### config.mk
export PLATFORM = sky130hd
export DESIGN_NAME = lzc_unit
export DESIGN_NICKNAME = d
export VERILOG_FILES = /design/src/rtl/lzc_pkg.sv /design/src/rtl/lzc_tree.sv /design/src/rtl/lzc_ctrl.sv /design/src/rtl/lzc_datapath.sv /design/src/rtl/lzc_unit.sv
export SDC_FILE = /design/constraint.sdc
export NUM_CORES = 1
export LEC_CHECK = 0
export CORE_MARGIN = 3
export CORE_UTILIZATION = 38
export DETAILED_ROUTE_END_ITERATION = 7
export PLACE_DENSITY = 0.8
export SLEW_MARGIN = 0
export SYNTH_ARGS = -nofsm -noshare
export SYNTH_HDL_FRONTEND = slang
export SYNTH_HIERARCHICAL = 1
export SYNTH_SLANG_ARGS = --single-unit
export TNS_END_PERCENT = 50
### constraint.sdc
create_clock -name clk -period 3.8 [get_ports clk]
set_clock_uncertainty 0.2 [all_clocks]
set_input_delay 0.76 -clock clk [delete_from_list [all_inputs] [get_ports clk]]
set_output_delay 0.76 -clock clk [all_outputs]
set_load 0.05 [all_outputs]
### src/rtl/lzc_pkg.sv
package lzc_pkg;

  typedef enum logic {
    MODE_COUNT = 1'b0,
    MODE_SCAN  = 1'b1
  } lzc_mode_e;

  // strobes sent from control to datapath
  typedef struct packed {
    logic load;   // capture a new result this edge
    logic scan;   // captured op is a reverse scan
  } lzc_strobe_s;

  localparam int OTHER_FLAG_W = 4;

endpackage

### src/rtl/lzc_tree.sv
module lzc_tree #(
  parameter int WIDTH = 32,
  localparam int CW = $clog2(WIDTH) + 1
) (
  input  logic [WIDTH-1:0] operand,
  output logic [CW-1:0]    count
);
  localparam int LEAVES = WIDTH / 4;
  localparam int LEVELS = $clog2(LEAVES) + 1;

  function automatic logic [2:0] nibbleLz(input logic [3:0] n);
    casez (n)
      4'b1???: nibbleLz = 3'd0;
      4'b01??: nibbleLz = 3'd1;
      4'b001?: nibbleLz = 3'd2;
      4'b0001: nibbleLz = 3'd3;
      default: nibbleLz = 3'd4;
    endcase
  endfunction

  for (genvar lv = 0; lv < LEVELS; lv++) begin : g_lvl
    localparam int NN = LEAVES >> lv;
    logic [CW-1:0] cnt [NN];
    if (lv == 0) begin : g_leaf
      for (genvar k = 0; k < NN; k++) begin : g_nib
        // node k covers the k-th nibble from the top
        assign cnt[k] = {{(CW-3){1'b0}}, nibbleLz(operand[WIDTH-1-4*k -: 4])};
      end
    end else begin : g_merge
      localparam int HALF = 2 << lv;   // span of each child
      for (genvar k = 0; k < NN; k++) begin : g_node
        logic [CW-1:0] upCnt;
        logic [CW-1:0] loCnt;
        assign upCnt = g_lvl[lv-1].cnt[2*k];
        assign loCnt = g_lvl[lv-1].cnt[2*k+1];
        assign cnt[k] = (upCnt == CW'(HALF)) ? (CW'(HALF) + loCnt) : upCnt;
      end
    end
  end

  assign count = g_lvl[LEVELS-1].cnt[0];

endmodule

### src/rtl/lzc_ctrl.sv
module lzc_ctrl
  import lzc_pkg::*;
(
  input  logic        clk,
  input  logic        rstN,
  input  logic        validIn,
  input  logic        modeSel,
  output lzc_strobe_s strobe,
  output logic        validOut
);
  lzc_mode_e curMode;

  assign curMode     = lzc_mode_e'(modeSel);
  assign strobe.load = validIn;
  assign strobe.scan = (curMode == MODE_SCAN);

  always_ff @(posedge clk) begin
    if (!rstN) validOut <= 1'b0;
    else       validOut <= validIn;
  end

endmodule

### src/rtl/lzc_datapath.sv
module lzc_datapath
  import lzc_pkg::*;
#(
  parameter int WIDTH = 32
) (
  input  logic             clk,
  input  logic             rstN,
  input  lzc_strobe_s      strobe,
  input  logic [WIDTH-1:0] operand,
  input  logic [WIDTH-1:0] priorDst,
  output logic [WIDTH-1:0] resultOut,
  output logic             carryOut,
  output logic             zeroOut
);
  localparam int CW = $clog2(WIDTH) + 1;
  localparam logic [CW-1:0] FULL_CNT = CW'(WIDTH);
  localparam logic [CW-1:0] TOP_IDX  = CW'(WIDTH - 1);

  logic [CW-1:0]    lzCount;
  logic             isZero;
  logic [CW-1:0]    msbIdx;
  logic [WIDTH-1:0] nextResult;
  logic             nextCarry;
  logic             nextZero;

  lzc_tree #(.WIDTH(WIDTH)) u_tree (
    .operand (operand),
    .count   (lzCount)
  );

  assign isZero = (lzCount == FULL_CNT);
  assign msbIdx = TOP_IDX - lzCount;

  always_comb begin
    if (strobe.scan) begin
      nextResult = isZero ? priorDst : WIDTH'(msbIdx);
      nextCarry  = 1'b0;
      nextZero   = isZero;
    end else begin
      nextResult = WIDTH'(lzCount);
      nextCarry  = isZero;
      nextZero   = (lzCount == '0);
    end
  end

  always_ff @(posedge clk) begin
    if (!rstN) begin
      resultOut <= '0;
      carryOut  <= 1'b0;
      zeroOut   <= 1'b0;
    end else if (strobe.load) begin
      resultOut <= nextResult;
      carryOut  <= nextCarry;
      zeroOut   <= nextZero;
    end
  end

endmodule

### src/rtl/lzc_unit.sv
module lzc_unit
  import lzc_pkg::*;
#(
  parameter int WIDTH = 32
) (
  input  logic                    clk,
  input  logic                    rstN,
  input  logic                    validIn,
  input  logic                    modeSel,
  input  logic [WIDTH-1:0]        operand,
  input  logic [WIDTH-1:0]        priorDst,
  output logic [WIDTH-1:0]        resultOut,
  output logic                    carryOut,
  output logic                    zeroOut,
  output logic [OTHER_FLAG_W-1:0] otherFlags,
  output logic                    validOut
);
  lzc_strobe_s strobe;

  lzc_ctrl u_ctrl (
    .clk      (clk),
    .rstN     (rstN),
    .validIn  (validIn),
    .modeSel  (modeSel),
    .strobe   (strobe),
    .validOut (validOut)
  );

  lzc_datapath #(.WIDTH(WIDTH)) u_dp (
    .clk       (clk),
    .rstN      (rstN),
    .strobe    (strobe),
    .operand   (operand),
    .priorDst  (priorDst),
    .resultOut (resultOut),
    .carryOut  (carryOut),
    .zeroOut   (zeroOut)
  );

  // remaining flags are tied low
  assign otherFlags = '0;

endmodule

==> results.md, run 1 <==
* Status: finished, final reports clean
* Pins over their slew limit at 0
* Vias at between 2000 and 2500
* Final setup fails at 0
* Flop-to-flop setup slack at 2.80 ns
* Worst Path Required at around 3.8 ns
* Die W at 76.5 um
* Max Buffers Root-to-Sink at 2
* Vias in the first global route at around 2000
* Reg clk slew, reported paths at around 0.070 ns
* Post-detailed-route count of antenna-violating nets at 0
* Warnings, synthesis at 6
* Fmax at ~300 MHz
* Max-Cap Viols at 0
* Crit path kind: input port to register
* Mean post-synth cell area at around 7.6 sq um
* I/O pin count at between 100 and 150
* Die Y at 76.5 um
* # clock sinks at 35
* Sequential share of power at a little under half
* Layout cells sized above 1 at 6.63%
* CTS tree: done
* Synth Cell Area at 0.00189 sq mm
* Largest family of logic cells by synthesized area: simple AND/OR/NAND/NOR gates
* Routability Congestion at 0.839
* # DRC at 0
* Simple-gate share of the synthesized area at between 30% and 40%
* Synth area leader: dfxtp_1
* Clock power share at 32.0%
* Reg2reg end: u_dp/resultOut[5]
* Wire per inst at 13.4 um
* Die ar. at slightly below 0.006 sq mm
* Clk Latency, worst-skew pair at between 0.2 and 0.3 ns
* Top_reg_cell synth: dfxtp_1
* Pre-CTS WS at between 0.2 and 0.25 ns
* Input/output buffers at between 100 and 150
* Reg-to-reg startpoint: u_dp/resultOut[5]
* Internal power at between 0.0005 and 0.0006 W
* Synth Area in XOR/XNOR at less than 1%
* CP Launch Point: operand[16]
* Grt ovf at 0
* Ranking of synthesized cells by area: dfxtp_1 37%, nand3_1 15%, o21ai_0 6.9%
* Max IR drop VDD at ~0.00017 V
* CP max FO at 12
* Post-synth top area share at between 30% and 40%
* Wirelength, routed at ~5600 um
* Leakage power at just over 1 nW
* Critical Path Start Type: input port
* Compound-Gate Fraction of Synth Area at between 20% and 30%
* WP data arrival at roughly 3.3 ns
* Total GRT Usage at a little under a fifth
* Final worst slack at about 0.47 ns
* Core ar. at between 0.004 and 0.005 sq mm
* Largest net degree at the start of global routing at 64
* Post-synthesis mux area share at 0.596%
* Hold Buf Count CTS at 0
* Sequential element share of the synthesized area at about 37%
* Hold Crit Class: register to register
* Post-Synthesis Cells at 250
* Initial Util at about two fifths
* Initial DRC count at 122
* DRT Pass-1 Iters at 4
* Vias per cell at approximately 5.2
* Final Hold Viols at 0
* Crit path capture: u_dp/resultOut[13]
* FFs w/ async S/R, synth at 0%
* Flip-flop and latch count after synthesis at 35
* Top-count cell post-synth: nand3_1
* Commonest cells post-synth: 56 x nand3_1, 35 x dfxtp_1, 26 x o21ai_0
* Fin crit share at just under 90%
* Htree depth at 2
* Worst slew margin at approximately a third
* RSZ-0062 raised after global routing: false
* Dpl hpwl at roughly 4100 um
* Post-route cell area at approximately 0.0030 sq mm
* Comb power frac at between 20 and 25%
* Initial antenna violation count at 0
* Diode count at 0
* Number of synthesized flops with an enable pin at 0
* Fin nets at 414
* DP Area at around 0.0029 sq mm
* # rows at 25
* CTS buffer count at 5
* Slew @ Worst Pin at between 0.9 and 1 ns
* Fraction of the mapped netlist area in adder cells at 0%
* Final hold slack at around 0.27 ns
* Post-CTS setup buffers at 0
* Final min period at approximately 3.3 ns
* Worst-case reg-to-reg path depth at 2
* Post-route setup TNS at 0 ns
* CTS resizes at 0
* Root Buffer: clkbuf_8
* First-pass GRT wire length at between 9000 and 10000 um
* Sw power at 0.000221 W
* Critical Path Sink Type: register
* Power Density at between 200 and 300 mW/mm^2
* Sw Ratio at between 20 and 30%
* Synth unique cells at 42
* Layout area overhead at 60.2%
how the worst min path moves through the flow:
stage	endpoint	depth (start not counted)	startpoint	slack [ns]
finish	u_dp/resultOut[4]	2	u_dp/resultOut[4]	0.27
detailed placement	u_dp/resultOut[26]	2	u_dp/resultOut[26]	0.26
global route	u_dp/resultOut[19]	2	u_dp/resultOut[19]	0.31
CTS	u_dp/resultOut[26]	2	u_dp/resultOut[26]	0.28
global placement	u_dp/resultOut[13]	2	u_dp/resultOut[13]	0.26
floorplan	u_dp/zeroOut	2	u_dp/zeroOut	0.49
area by class of cell:
cell class / instances / area, sq um
clock buffers: 6 / 72.6
clock inverters: 2 / 12.5
fillers: 440 / 1730
inverters: 5 / 18.8
multi-input cells: 190 / 1070
flip-flops and latches: 35 / 701
well taps: 67 / 83.8
repair buffers: 109 / 1070
cells by family after synthesis:
group	Yosys count
and+or+nand+nor	114
AOI/OAI and AO/OA	69
DFF	35
buffers and inverters	28
xor gates and xnor gates	2
muxes	1
other	1
power groups by stage:
stage	registers, W	clock network, W	logic (W)
floorplan	0.000399	0	0.0000680
finish	0.000373	0.000259	0.000177
detailed placement	0.000382	0	0.000176
global placement	0.000382	0	0.000175
CTS	0.000373	0.000267	0.000177
global route	0.000374	0.000281	0.000191
stage by stage:
stage / instances / utilization [%] / power [W]
after global routing: 414 / 63.7 / 0.000846
after global placement: 406 / 61.9 / 0.000557
final: 414 / 63.7 / 0.000810
after CTS: 414 / 63.7 / 0.000818
after floorplan: 253 / - / 0.000467
after detailed placement: 406 / 61.9 / 0.000558
cells in the final DEF (no fill, tap or decap), types with 6 or more instances in the layout:
cell type	instances
nor2b_1	6
nand3_1	56
nor2_1	16
o21ai_1	11
a21oi_1	9
a31oi_1	6
dfxtp_1	35
nand2_1	6
buf_4	7
nor4_1	6
nor3_1	6
clkdlybuf4s50_1	101
o21ai_0	26
registers in the layout (all words and copies together) (netlist names):
register and count:
u_dp/resultOut 32, u_ctrl/validOut 1, u_dp/carryOut 1, u_dp/zeroOut 1
routing by layer:
| layer | vias up | share of wire, % | track usage, % |
|---|---|---|---|
| li1 | 1098 | - | - |
| met1 | 970 | 44 | 23.7 |
| met2 | 75 | 47 | 30.0 |
| met3 | 12 | 6.2 | 4.73 |
| met4 | 0 | 2.6 | 7.97 |
| met5 | - | 0 | 0 |
worst max-delay path, cell delays in order:
cell and delay [ns]:
clkdlybuf4s50_1 0.43, nor4_1 0.37, nand3_1 0.20, or2_1 0.27, nor3b_1 0.27, buf_4 0.18, nor4b_2 0.28, nand3_2 0.16
buf_4 0.21, o21ai_0 0.19
(Power assumes the default switching activity.)
==> inputs of run 2 (changes only) <==
SLEW_MARGIN = 25   (was 0)
TNS_END_PERCENT = unset   (was 50)
==> results.md, run 2 (synthesized netlist as in run 1, its figures left out) <==
* Die W at 76.5 um (unchanged)
* Root Buffer: clkbuf_8
* Hold Crit Class: register to register
* Final hold slack at 0.272 ns (+0.000716 ns)
* # clock sinks at 35 (unchanged)
* Max Buffers Root-to-Sink at 2 (unchanged)
* Initial DRC count at 112 (-8.2%)
* Worst Path Required at 3.80 ns (about the same)
* CP max FO at 12 (unchanged)
* Critical Path Max Stage Delay at 0.46 ns (+0.03 ns)
* Layout area overhead at 61.2%
* Top delay family on crit path: simple AND/OR/NAND/NOR gates
* Largest Register: u_dp/resultOut
* Critical Path Sink Type: register
* Reg clk slew, reported paths at 0.07 ns (about the same)
* WP buf/inv at 3 (unchanged)
* Crit path kind: input port to register
* DRT Pass-1 Iters at 4 (unchanged)
* Htree depth at 2 (unchanged)
* Met2 GRT Util at 30.0% (unchanged)
* Input/output buffers at 102 (unchanged)
* Max IR drop VDD at 0.000165 V (-0.34%)
* Final core occ at 64.1% (+0.42 points)
* Die Y at 76.5 um (unchanged)
* Vias per cell at 5.17 (-0.66%)
* Worst slew margin at 41.7% (+8.0 points)
* CTS resizes at 0 (unchanged)
* Cell mode on critical path: buf_4
* Wirelength, routed at 5630 um (+1.0%)
* Dpl hpwl at 4130 um (unchanged)
* Hold Buf Count CTS at 0 (unchanged)
* CTS buffer count at 5 (unchanged)
* Total GRT Usage at 18.7% (unchanged)
* GRT met1 Usage at 23.7% (unchanged)
* Wire per inst at 13.6 um (+0.80%)
* Vias at 2146 (-0.42%)
* Clk Latency, worst-skew pair at 0.28 ns (about the same)
* Pins over their slew limit at 0 (unchanged)
* Post-route setup TNS at 0 ns (unchanged)
* Gr busiest metal: met2
* Post-CTS setup buffers at 0 (unchanged)
* Initial antenna violation count at 0 (unchanged)
* Fin nets at 415 (+0.24%)
* Post-detailed-route count of antenna-violating nets at 0 (unchanged)
* Most common cell after layout, fill and taps aside: clkdlybuf4s50_1
* # DRC at 0 (unchanged)
* Fin crit share at 88.6% (+1.0 points)
* CTS tree: done
* Initial Util at 39.8% (unchanged)
* Most frequent cells in the layout: 101 x clkdlybuf4s50_1, 56 x nand3_1, 35 x dfxtp_1, 26 x o21ai_0, 16 x nor2_1
* Power Density at 267 mW/mm^2 (-0.15%)
* Filler instances at 438 (-0.45%)
* CP cell instances: clkdlybuf4s50_1 -> nor4_1 -> nand2_1 -> or2_1 -> nor3b_1 -> buf_4 -> nor4b_2 -> nand3_2 -> buf_4 -> o21ai_0
* Final Hold Viols at 0 (unchanged)
* Largest net degree at the start of global routing at 64 (unchanged)
* WP data arrival at 3.37 ns (+0.04 ns)
* Core ar. at 0.00475 sq mm (unchanged)
* Final setup fails at 0 (unchanged)
* First-pass GRT wire length at 9140 um (unchanged)
* Final min period at 3.37 ns (+0.0394 ns)
* Largest register FFs at 32 (unchanged)
* Vias in the first global route at 1966 (unchanged)
* I/O pin count at 107 (unchanged)
* Critical Path Start Type: input port
* Worst path slowest cell: nor4_1
* Routability Congestion at 0.839 (unchanged)
* Status: finished, final reports clean
* Fmax at 297 MHz (-1.2%)
* Leakage power at 1.03 nW (+0.92%)
* Die ar. at 0.00586 sq mm (unchanged)
* Global Route met3 Usage at 4.73% (unchanged)
* RSZ-0062 raised after global routing: false
* Slew @ Worst Pin at 0.874 ns (-0.121 ns)
* Grt ovf at 0 (unchanged)
* Max-Cap Viols at 0 (unchanged)
* Layout cells sized above 1 at 6.90% (+0.27 points)
* Diode count at 0 (unchanged)
* # rows at 25 (unchanged)
[run 2: cell count changes in the layout (fill, tap and decap cells not counted), sizes merged]
cell  before  now
buf        8    9
[run 2: stage by stage]
| step | power, W | setup slack (ns) | instances | area, sq um |
|---|---|---|---|---|
| after global routing | 0.000848 | 0.214 | 415 | 3050 |
| after global placement | 0.000557 | 0.323 | 406 | 2940 |
| final | 0.000814 | 0.433 | 415 | 3050 |
| after detailed placement | 0.000558 | 0.240 | 406 | 2940 |
| after CTS | 0.000818 | 0.491 | 414 | 3030 |
| after floorplan | 0.000467 | 0.736 | 253 | 1900 |
[run 2: worst paths after layout]
check / from / to / slack (ns) / cells past startpoint
max: operand[28] / u_dp/resultOut[13] / 0.43 / 10
min: u_dp/resultOut[4] / u_dp/resultOut[4] / 0.27 / 2
max reg2reg: u_dp/resultOut[5] / u_dp/resultOut[5] / 2.81 / 2
min reg2reg: u_dp/resultOut[4] / u_dp/resultOut[4] / 0.27 / 2
[run 2: tightest hold or removal path, stage by stage (launching register included)]
cell	delay, ns
dfxtp_1	0.31
nand3_1	0.07
o21ai_1	0.05
[run 2: power by group]
group          switching [W]  internal [W]
Clock               0.000132      0.000128
Combinational      0.0000885     0.0000918
Sequential        0.00000196      0.000371
Total               0.000223      0.000591
[run 2: area by class of cell]
class	instances	area, sq um	area share [%]
inverter	5	18.8	0.616
sequential	35	701	23.0
clock buffer	6	72.6	2.38
timing repair buffer	110	1090	35.7
tap	67	83.8	2.75
multi-input combinational	190	1070	35.1
clock inverter	2	12.5	0.411
[run 2: layer usage]
layer	share of wire [%]	routed length (um)
met4	2.7	150
met3	5.9	334
met1	44	2500
met5	0	0
met2	47	2640
==> inputs of run 3 (changes only) <==
CORE_UTILIZATION = 35   (was 38)
PLACE_DENSITY = 0.77   (was 0.8)
SETUP_SLACK_MARGIN = 0.3   (was unset)
clock period = 2.9 ns   (was 3.8 ns; I/O delays follow)
==> results.md, run 3 (synthesized netlist as in run 1, its figures left out) <==
* Post-route cell area at 0.00366 sq mm (+20%)
* Comb power frac at 24.7% (+2.6 points)
* Max-Cap Viols at 0 (unchanged)
* Max Buffers Root-to-Sink at 2 (unchanged)
* Hold Buf Count CTS at 0 (unchanged)
* Sequential cell area at 701 sq um (unchanged)
* CTS buffer count at 5 (unchanged)
* Most frequent cells in the layout: 69 x clkdlybuf4s50_1, 57 x buf_4, 54 x nand3_1, 35 x dfxtp_1, 23 x o21ai_0
* Most common cell after layout, fill and taps aside: clkdlybuf4s50_1
* Die ar. at 0.00632 sq mm (+7.9%)
* Critical Path Max Stage Delay at 0.55 ns (+0.09 ns)
* Internal power at 0.000844 W (+43%)
* Largest register FFs at 32 (unchanged)
* Leakage power at 1.39 nW (+35%)
* Filler instances at 413 (-5.7%)
* Dpl hpwl at 4660 um (+13%)
* I/O pin count at 107 (unchanged)
* Fmax at ~360 MHz
* CP max FO at 4 (-8)
* Pre-CTS WS at -0.454 ns (-0.694 ns)
* Initial antenna violation count at 0 (unchanged)
* # DRC at 0 (unchanged)
* Input/output buffers at 102 (unchanged)
* Worst Path Required at 2.86 ns (-0.94 ns)
* Clk Latency, worst-skew pair at 0.29 ns (about the same)
* Layout cells sized above 1 at 34.6% (+28 points)
* Crit path kind: input port to register
* Vias at 2482 (+16%)
* WP data arrival at 2.70 ns (-0.67 ns)
* Final worst slack at 0.156 ns (-0.277 ns)
* DRT Pass-1 Iters at 4 (unchanged)
* Total GRT Usage at 21.0% (+2.3 points)
* Hold Crit Class: register to register
* Vias in the first global route at 2365 (+20%)
* Grt ovf at 0 (unchanged)
* Slew @ Worst Pin at 0.570 ns (-0.304 ns)
* Sw power at 0.000333 W (+49%)
* Worst path slowest cell: or4b_4
* Routability Congestion at 0.821 (-2.2%)
* Final min period at 2.74 ns
* Fin cells at 472 (+14%)
* CTS tree: done
* Diode count at 0 (unchanged)
* # clock sinks at 35 (unchanged)
* Initial DRC count at 73 (-35%)
* Pins over their slew limit at 0 (unchanged)
* Fin crit share at between 90% and 100%
* Largest net degree at the start of global routing at 33 (-48%)
* Initial Util at 36.6% (-3.2 points)
* Wire per inst at 15.2 um (+12%)
* Sw Ratio at 28.3% (+0.93 points)
* Worst slew margin at 61.9% (+20 points)
* Clock power share at 33.7% (+1.7 points)
* Design Power at 0.00118 W (+45%)
* RSZ-0062 raised after global routing: true
* Final setup fails at 0 (unchanged)
* Critical Path Sink Type: register
* Vias per cell at 5.26 (+1.7%)
* First-pass GRT wire length at 10700 um (+17%)
* DP Area at 0.00322 sq mm (+9.3%)
* Max IR drop VDD at 0.000163 V (-0.96%)
* Fin nets at 469 (+13%)
* Placed cells at 442 (+8.9%)
* Wirelength, routed at 7180 um (+28%)
* Root Buffer: clkbuf_8
* Post-detailed-route count of antenna-violating nets at 0 (unchanged)
* Core ar. at 0.00517 sq mm (+8.8%)
* CP cell instances: buf_6 -> or4_4 -> or2_4 -> nor3b_4 -> or4b_4 -> buf_12 -> o311ai_4 -> a31oi_1
* Reg clk slew, reported paths at 0.08 ns (about the same)
* # rows at 26 (+4.0%)
* Multi-input combinational cell area at 0.00134 sq mm (+25%)
* Sequential share of power at 41.6% (-4.3 points)
* Final Hold Viols at 0 (unchanged)
* Power Density at 321 mW/mm^2 (+20%)
* Die Y at 79.5 um (+3.9%)
* Critical Path Start Type: input port
* Layout area overhead at 93.6%
* Status: finished, final reports clean
* Largest Register: u_dp/resultOut
* Die W at 79.5 um (+3.9%)
* Htree depth at 2 (unchanged)
-- run 3: changes by cell type in the layout (fill, tap and decap cells not counted), moves of 6 or more --
cell	delta
buf_4	+50
buf_6	+9
clkbuf_2	+17
clkdlybuf4s50_1	-32
nor2_1	-6
-- run 3: power by group through the flow --
stage	logic (W)	clock network (W)	registers, W
after floorplan	0.0000899	0	0.000522
after global placement	0.000254	0	0.000500
after detailed placement	0.000258	0	0.000501
after CTS	0.000269	0.000406	0.000490
after global routing	0.000308	0.000421	0.000490
final	0.000290	0.000397	0.000490
-- run 3: per-stage QoR --
step,hold WS [ns],setup TNS [ns],util (%)
after floorplan,0.487,0,-
after global placement,0.255,-8.70,62.2
after detailed placement,0.260,-10.51,62.2
after CTS,0.273,0,68.5
after global routing,0.307,0,70.8
final,0.272,0,70.8
-- run 3: repair_timing --
item,4_1_cts,5_1_grt
gates resized for setup,91,58
buffers inserted,15,7
pin swaps,25,25
setup endpoints to repair,34,34
-- run 3: worst paths after layout --
check | slack (ns) | endpoint | cells past startpoint | startpoint
max | 0.16 | u_dp/resultOut[3] | 8 | operand[8]
min | 0.27 | u_dp/resultOut[13] | 2 | u_dp/resultOut[13]
max reg2reg | 1.92 | u_dp/resultOut[5] | 2 | u_dp/resultOut[5]
min reg2reg | 0.27 | u_dp/resultOut[13] | 2 | u_dp/resultOut[13]
-- run 3: worst max-delay path, delay by kind of cell --
family | cells | cell delay (ns)
simple gates | 4 | 1.55
buf+inv | 2 | 0.25
compound gates | 2 | 0.32
-- run 3: routing by layer --
layer / wire [um] / up-vias / GRT usage, %
met5: 0 / - / 0
met4: 138 / 0 / 8.08
met3: 337 / 12 / 3.95
met2: 3850 / 74 / 39.2
met1: 2850 / 1187 / 23.1
li1: - / 1209 / -
-- run 3: area by class of cell --
| type | count | area share [%] |
|---|---|---|
| clock buffer | 7 | 2.63 |
| clock inverter | 1 | 0.205 |
| inverter | 5 | 0.513 |
| multi-input combinational | 190 | 36.6 |
| sequential | 35 | 19.1 |
| tap | 70 | 2.39 |
| timing repair buffer | 164 | 38.5 |
